## config.mk

```make
export PLATFORM = sky130hd
export DESIGN_NAME = vq_token_quant
export DESIGN_NICKNAME = d
export VERILOG_FILES = /design/src/rtl/vq_pkg.sv /design/src/rtl/vq_serdiv.sv /design/src/rtl/vq_rne.sv /design/src/rtl/vq_token_quant.sv
export SDC_FILE = /design/constraint.sdc
export NUM_CORES = 2
export LEC_CHECK = 0
export BUFFER_PORTS_ARGS = -buffer_cell sky130_fd_sc_hd__buf_4
export CORE_MARGIN = 5
export CORE_UTILIZATION = 47
export CTS_BUF_LIST = sky130_fd_sc_hd__clkbuf_8
export DETAILED_ROUTE_END_ITERATION = 10
export PLACE_DENSITY = 0.7
export REMOVE_ABC_BUFFERS = 1
export SLEW_MARGIN = 5
export SYNTH_ARGS = -nofsm -noshare
export SYNTH_HDL_FRONTEND = slang
export SYNTH_HIERARCHICAL = 1
export SYNTH_SLANG_ARGS = --single-unit
export TNS_END_PERCENT = 10
```

## constraint.sdc

```tcl
create_clock -name clk -period 7.7 [get_ports clk]
set_input_delay 1.155 -clock clk [delete_from_list [all_inputs] [get_ports clk]]
set_output_delay 1.155 -clock clk [all_outputs]
set_load 0.02 [all_outputs]
```

## src/rtl/vq_pkg.sv

```systemverilog
package vq_pkg;
    typedef enum logic [2:0] {
        S_IDLE,
        S_AMAX,
        S_QSTART,
        S_QWAIT,
        S_QDONE,
        S_DSTART,
        S_DWAIT,
        S_DDONE
    } vq_state_e;

    localparam int CODE_W = 8;
endpackage

```

## src/rtl/vq_serdiv.sv

```systemverilog
// Restoring divider, one quotient bit per cycle, fin pulses when done.
module vq_serdiv #(
    parameter int NW   = 24,
    parameter int DENW = 12
) (
    input  logic            clk,
    input  logic            rst_n,
    input  logic            start,
    input  logic [NW-1:0]   num,
    input  logic [DENW-1:0] den,
    output logic            fin,
    output logic [NW-1:0]   quo,
    output logic [DENW-1:0] rem
);
    localparam int CNTW = $clog2(NW + 1);

    logic [NW-1:0]   q_r;
    logic [DENW-1:0] r_r;
    logic [DENW-1:0] d_r;
    logic [CNTW-1:0] cnt_r;
    logic            busy_r;
    logic [DENW:0]   trial;
    logic [DENW:0]   diff;
    logic            ge;

    always_comb begin
        trial = {r_r, q_r[NW-1]};
        ge    = trial >= {1'b0, d_r};
        diff  = trial - {1'b0, d_r};
    end

    always_ff @(posedge clk) begin
        if (!rst_n) begin
            q_r    <= '0;
            r_r    <= '0;
            d_r    <= '0;
            cnt_r  <= '0;
            busy_r <= 1'b0;
            fin    <= 1'b0;
        end else begin
            fin <= 1'b0;
            if (start) begin
                q_r    <= num;
                r_r    <= '0;
                d_r    <= den;
                cnt_r  <= CNTW'(NW);
                busy_r <= 1'b1;
            end else if (busy_r) begin
                q_r   <= {q_r[NW-2:0], ge};
                r_r   <= ge ? diff[DENW-1:0] : trial[DENW-1:0];
                cnt_r <= cnt_r - CNTW'(1);
                if (cnt_r == CNTW'(1)) begin
                    busy_r <= 1'b0;
                    fin    <= 1'b1;
                end
            end
        end
    end

    assign quo = q_r;
    assign rem = r_r;
endmodule

```

## src/rtl/vq_rne.sv

```systemverilog
// Round a quotient to nearest, ties to even, then apply the sign.
module vq_rne #(
    parameter int QW   = 24,
    parameter int DENW = 12
) (
    input  logic [QW-1:0]   quo,
    input  logic [DENW-1:0] rem,
    input  logic [DENW-1:0] den,
    input  logic            neg,
    output logic signed [QW:0] res
);
    logic         up;
    logic [QW:0]  mag;

    always_comb begin
        up  = ({rem, 1'b0} > {1'b0, den}) ||
              (({rem, 1'b0} == {1'b0, den}) && quo[0]);
        mag = {1'b0, quo} + (QW+1)'(up);
        res = neg ? -$signed(mag) : $signed(mag);
    end
endmodule

```

## src/rtl/vq_token_quant.sv

```systemverilog
module vq_token_quant #(
    parameter int D  = 8,
    parameter int DW = 12,
    parameter int F  = 4
) (
    input  logic                          clk,
    input  logic                          rst_n,
    input  logic                          in_valid,
    output logic                          in_ready,
    input  logic [D*DW-1:0]               in_vec,
    input  logic                          in_tier,
    output logic                          out_valid,
    input  logic                          out_ready,
    output logic [DW-1:0]                 out_scale,
    output logic                          out_tier,
    output logic [D*vq_pkg::CODE_W-1:0]   out_codes,
    input  logic                          dq_valid,
    output logic                          dq_ready,
    input  logic                          dq_tag,
    input  logic                          dq_tier,
    input  logic [DW-1:0]                 dq_scale,
    input  logic [D*vq_pkg::CODE_W-1:0]   dq_codes,
    input  logic [D*(DW+F+5)-1:0]         dq_key,
    output logic                          dr_valid,
    input  logic                          dr_ready,
    output logic [D*(DW+F+5)-1:0]         dr_data
);
    import vq_pkg::*;

    localparam int NW = DW + F + 8;
    localparam int OW = DW + F + 5;
    localparam int CW = CODE_W;
    localparam int IW = (D > 1) ? $clog2(D) : 1;

    vq_state_e state, nxt;

    logic [IW-1:0]              idx;
    logic                       last;
    logic [D-1:0][DW-1:0]       vec_r;
    logic [D-1:0][CW-1:0]       codes_r;
    logic [D-1:0][CW-1:0]       dcodes_r;
    logic [D-1:0][OW-1:0]       res_r;
    logic [DW-1:0]              amax_r;
    logic [DW-1:0]              dscale_r;
    logic                       tier_r;

    logic signed [DW-1:0]       cur_x;
    logic [DW-1:0]              cur_mag;
    logic signed [CW-1:0]       cur_c;
    logic [CW-1:0]              c_mag;
    logic [DW-1:0]              qlim;
    logic                       qmode;
    logic                       div_start;
    logic [NW-1:0]              div_num;
    logic [DW-1:0]              div_den;
    logic                       div_fin;
    logic [NW-1:0]              div_quo;
    logic [DW-1:0]              div_rem;
    logic                       rnd_neg;
    logic signed [NW:0]         rnd;
    logic signed [NW:0]         lim_s;
    logic [CW-1:0]              qcode;

    // Shared arithmetic: one divider, one rounder.
    vq_serdiv #(.NW(NW), .DENW(DW)) u_div (
        .clk   (clk),
        .rst_n (rst_n),
        .start (div_start),
        .num   (div_num),
        .den   (div_den),
        .fin   (div_fin),
        .quo   (div_quo),
        .rem   (div_rem)
    );

    vq_rne #(.QW(NW), .DENW(DW)) u_rne (
        .quo (div_quo),
        .rem (div_rem),
        .den (div_den),
        .neg (rnd_neg),
        .res (rnd)
    );

    always_comb begin
        last    = (idx == IW'(D - 1));
        cur_x   = vec_r[idx];
        cur_mag = cur_x[DW-1] ? DW'(-cur_x) : DW'(cur_x);
        cur_c   = dcodes_r[idx];
        c_mag   = cur_c[CW-1] ? CW'(-cur_c) : CW'(cur_c);
        qlim    = tier_r ? DW'(127) : DW'(7);
        qmode   = (state == S_QSTART) || (state == S_QWAIT);
        div_num = qmode ? NW'(cur_mag) * NW'(qlim)
                        : (NW'(c_mag) * NW'(dscale_r)) << F;
        div_den = qmode ? amax_r : qlim;
        rnd_neg = qmode ? cur_x[DW-1] : cur_c[CW-1];
        lim_s   = $signed((NW+1)'(qlim));
        if (amax_r == '0)
            qcode = '0;
        else if (rnd > lim_s)
            qcode = qlim[CW-1:0];
        else if (rnd < -lim_s)
            qcode = -qlim[CW-1:0];
        else
            qcode = rnd[CW-1:0];
    end

    // Next-state logic.
    always_comb begin
        nxt = state;
        unique case (state)
            S_IDLE: begin
                if (in_valid)      nxt = S_AMAX;
                else if (dq_valid) nxt = dq_tag ? S_DSTART : S_DDONE;
            end
            S_AMAX:   if (last) nxt = S_QSTART;
            S_QSTART: nxt = S_QWAIT;
            S_QWAIT:  if (div_fin) nxt = last ? S_QDONE : S_QSTART;
            S_QDONE:  if (out_ready) nxt = S_IDLE;
            S_DSTART: nxt = S_DWAIT;
            S_DWAIT:  if (div_fin) nxt = last ? S_DDONE : S_DSTART;
            S_DDONE:  if (dr_ready) nxt = S_IDLE;
            default:  nxt = S_IDLE;
        endcase
    end

    // State register.
    always_ff @(posedge clk) begin
        if (!rst_n) state <= S_IDLE;
        else        state <= nxt;
    end

    // Datapath registers.
    always_ff @(posedge clk) begin
        if (!rst_n) begin
            idx      <= '0;
            vec_r    <= '0;
            codes_r  <= '0;
            dcodes_r <= '0;
            res_r    <= '0;
            amax_r   <= '0;
            dscale_r <= '0;
            tier_r   <= 1'b0;
        end else begin
            unique case (state)
                S_IDLE: begin
                    idx <= '0;
                    if (in_valid) begin
                        vec_r  <= in_vec;
                        tier_r <= in_tier;
                        amax_r <= '0;
                    end else if (dq_valid) begin
                        dcodes_r <= dq_codes;
                        tier_r   <= dq_tier;
                        dscale_r <= dq_scale;
                        if (!dq_tag) res_r <= dq_key;
                    end
                end
                S_AMAX: begin
                    if (cur_mag > amax_r) amax_r <= cur_mag;
                    idx <= last ? '0 : idx + IW'(1);
                end
                S_QWAIT: if (div_fin) begin
                    codes_r[idx] <= qcode;
                    idx <= last ? '0 : idx + IW'(1);
                end
                S_DWAIT: if (div_fin) begin
                    res_r[idx] <= rnd[OW-1:0];
                    idx <= last ? '0 : idx + IW'(1);
                end
                default: ;
            endcase
        end
    end

    // Outputs.
    always_comb begin
        div_start = (state == S_QSTART) || (state == S_DSTART);
        in_ready  = (state == S_IDLE);
        dq_ready  = (state == S_IDLE) && !in_valid;
        out_valid = (state == S_QDONE);
        dr_valid  = (state == S_DDONE);
        out_scale = amax_r;
        out_tier  = tier_r;
        out_codes = codes_r;
        dr_data   = res_r;
    end
endmodule

```

==> out/qor.yml <==
run_status:
  outcome: "finished, final reports clean"
worst_setup_path:
  cp.arrival_ns: 7.72
  crit_family: "adder cells"
  cp_num_buf_inv: 6
  path_class: "register to register"
  cp-end-kind: "register"
  crit_path_start_kind: "register"
  worst-path-max-fanout: 21
  cp_slowest_cell: "fa_1"
  crit_path_max_incr_delay_ns: 0.54
  critical_path_required_ns: 8.26
  crit_top_cell: "fa_1"
finish:
  seqCellArea_sq_um: 9580
  drive_gt1_frac: 0.281
  final_core_util: 0.589
  area_growth_pct: 24.5
  n_fill_cell: 5715
  fin_nets: 4459
  instances_no_fill: 4785
  multi_input_area_sq_um: 18400
clock_tree:
  clockBufferDepth: 3
  path_clk_slew_ns: 0.06
  ctsRootBufferMaster: "clkbuf_8"
  cts_tree: "built"
  cts_htree_levels: 3
  cts_sinks: 478
  clkLatencyLatePin_ns: 0.72
  cts_buffers: 83
sta:
  hold_viol: 0
  drv_slew: 0
  maxSlewHeadroom: 0.233
  worst_slack_ns: 0.533
  fmax_mhz: 140
  setup_viol: 0
  period_needed_ns: 7.17
  fin_crit_sh: 0.931
  rsz0062_at_grt: "false"
  worst_pin_slew_ns: 1.15
  fin_worst_skew_ns: 0.0662
synthesis:
  ys_seq_elements: 478
  synth_area_sq_um: 29700
  avgSynthCellArea_sq_um: 8.87
  syn_inst: 3350
  synthXorXnorAreaFrac: 0.0278
  ys.flop_type: "dfxtp_1"
  synth_top_family_by_area: "compound AO/OA/AOI/OAI gates"
  synth_mux_area_frac: 0.0458
  synth_warnings: 6
  yosysSeqAreaShare: 0.322
  async_flop_share: 0
  yosysUniqueCellTypes: 102
  synth_compound_area_frac: 0.245
  synth-edff-count: 0
  synth_fa_ha_area_frac: 0.129
  synthSimpleGateAreaFrac: 0.164
routing:
  first_iter_violations: 2762
  ant_nets: 0
  via_count: 27600
  routed_wl_um: 105000
  post_drt_wl_per_cell_um: 22.0
  dr.pass1.iters: 6
  drc: 0
  viasPerCell: 5.76
grt:
  antenna_found_initial: 3
  grt_pass1_vias: 26300
  grt_pass1_wl_um: 157000
  grt_max_degree: 176
  grt.total_usage: 0.290
  grt-ovfl-total: 0
floorplanning:
  core-area_sq_um: 62900
  dieHeight_um: 261
  die_x_um: 261
  rows: 92
  dieArea_sq_um: 68400
  ios: 598
  start_util: 0.473
placement:
  place_congestion: 0.899
  numPortBuffers: 597
  place_inst: 4629
  pre_cts_ws_ns: 0.258
  dp_hpwl_um: 78900
power_and_ir_drop:
  power.total_uw: 12200
  leakage_uw: 0.0158
  irDropWorstVdd_mv: 0.255
  power_density_nw_per_um2: 329
flow_run:
  max-cap-violations: 0
worst_hold_path:
  hold_class: "register to register"
==> cells by family after synthesis <==
family	after synthesis
AND/OR/NAND/NOR	1046
AO/OA/AOI/OAI	897
buffers and inverters	491
flip-flops	478
adder cells (fa/ha/maj)	240
multiplexers	107
XOR/XNOR	91
==> final cells by class <==
cell class,count,share of cell area
inverters,228,0.0231
flip-flops and latches,478,0.259
clock buffers,109,0.0405
well taps,846,0.0286
repair buffers,698,0.144
multi-input cells,2381,0.498
clock inverters,38,0.00683
diodes,7,0.000473
==> Yosys cell counts (all sizes together), types with 14 or more instances <==
cell type | number | area share
a211oi | 16 | 0.0044
a21boi | 191 | 0.048
a21oi | 79 | 0.014
and2 | 123 | 0.026
and3 | 14 | 0.0032
buf | 69 | 0.012
clkbuf | 194 | 0.025
dfxtp | 478 | 0.32
fa | 110 | 0.074
ha | 130 | 0.055
inv | 228 | 0.029
mux2i | 84 | 0.029
mux4 | 21 | 0.016
nand2 | 567 | 0.072
nand2b | 14 | 0.0029
nand3 | 72 | 0.013
nand4 | 22 | 0.0051
nor2 | 106 | 0.014
nor2b | 35 | 0.0074
nor3 | 31 | 0.0054
nor4 | 20 | 0.0053
o21a | 20 | 0.0051
o21ai | 109 | 0.018
o221a | 168 | 0.064
o22a | 167 | 0.049
o31ai | 28 | 0.0071
xnor2 | 53 | 0.016
xor2 | 38 | 0.012
==> cells in the final DEF, fill, tap and decap left out, types with 8 or more instances in the layout <==
master | Yosys | final
buf_4 | 13 | 691
nand2_1 | 564 | 562
dfxtp_1 | 478 | 474
inv_1 | 226 | 251
a21boi_0 | 190 | 190
o221a_2 | 168 | 168
o22a_1 | 167 | 167
ha_1 | 130 | 130
and2_1 | 123 | 120
fa_1 | 110 | 110
clkbuf_8 | 0 | 109
nor2_1 | 104 | 104
mux2i_1 | 82 | 81
o21ai_0 | 77 | 75
a21oi_1 | 77 | 73
nand3_1 | 70 | 70
xnor2_1 | 51 | 39
nor2b_1 | 35 | 33
o21ai_1 | 32 | 33
nor3_1 | 30 | 29
xor2_1 | 36 | 28
o31ai_1 | 28 | 28
mux4_2 | 21 | 21
nand4_1 | 21 | 21
o21a_1 | 20 | 20
nor4_1 | 16 | 16
nand2b_1 | 14 | 14
xnor2_2 | 2 | 14
a22o_1 | 12 | 12
and3_1 | 12 | 12
a211oi_1 | 14 | 12
or3_1 | 12 | 12
a21o_1 | 12 | 12
a31oi_1 | 11 | 11
o211ai_1 | 10 | 10
xor2_2 | 2 | 10
a22oi_1 | 9 | 8
==> what timing repair did <==
action                     4_1_cts  5_1_grt
setup endpoints to repair        0       10
hold buffers                     0        0
gates resized for setup          0       11
buffers inserted                 0        2
==> routing by layer <==
metal | up-vias | routed length [um] | track usage | share of wire
li1 | 12900 | - | - | -
met1 | 13200 | 44600 | 0.395 | 0.42
met2 | 1201 | 47100 | 0.450 | 0.45
met3 | 268 | 8880 | 0.0637 | 0.084
met4 | 0 | 4720 | 0.120 | 0.045
met5 | - | 0 | 0 | 0
==> flip-flops by register name (all words and copies together) (netlist names) <==
register and flops:
dr_data 168, vec_r 96, dcodes_r 64, out_codes 64, u_div/quo 24, dscale_r 12, out_scale 12, u_div/d_r 12
u_div/rem 12, u_div/cnt_r 5, idx 3, state 3, out_tier 1, u_div/busy_r 1, u_div/fin 1
==> worst min-delay path, cell delays in order, from the launching register on <==
cell and delay, ns:
dfxtp_1 0.31, nand2_1 0.05, a21boi_0 0.06
==> stage by stage <==
stage / cell area (sq um) / hold WS [ns] / TNS, ns
after floorplan: 28600 / 0.439 / -753.07
after global routing: 37000 / 0.482 / 0
final: 37000 / 0.462 / 0
after global placement: 35200 / 0.449 / 0
after CTS: 36900 / 0.465 / 0
after detailed placement: 35200 / 0.457 / 0
==> path summary, 6_finish.rpt <==
check	startpoint	to	slack, ns	depth (start not counted)
max	idx[1]	u_div/quo[22]	0.53	26
min	dcodes_r[43]	dcodes_r[43]	0.46	2
max reg2reg	idx[1]	u_div/quo[22]	0.53	26
min reg2reg	dcodes_r[43]	dcodes_r[43]	0.46	2
==> report_power, final <==
group / internal, uW / switching (uW) / total, uW / leakage [uW]
Clock: 1320 / 1140 / 2460 / 0.000993
Sequential: 2830 / 301 / 3130 / 0.00389
Combinational: 2580 / 4030 / 6610 / 0.0110
Total: 6720 / 5470 / 12200 / 0.0158
Power figures use the tool's default switching activity.
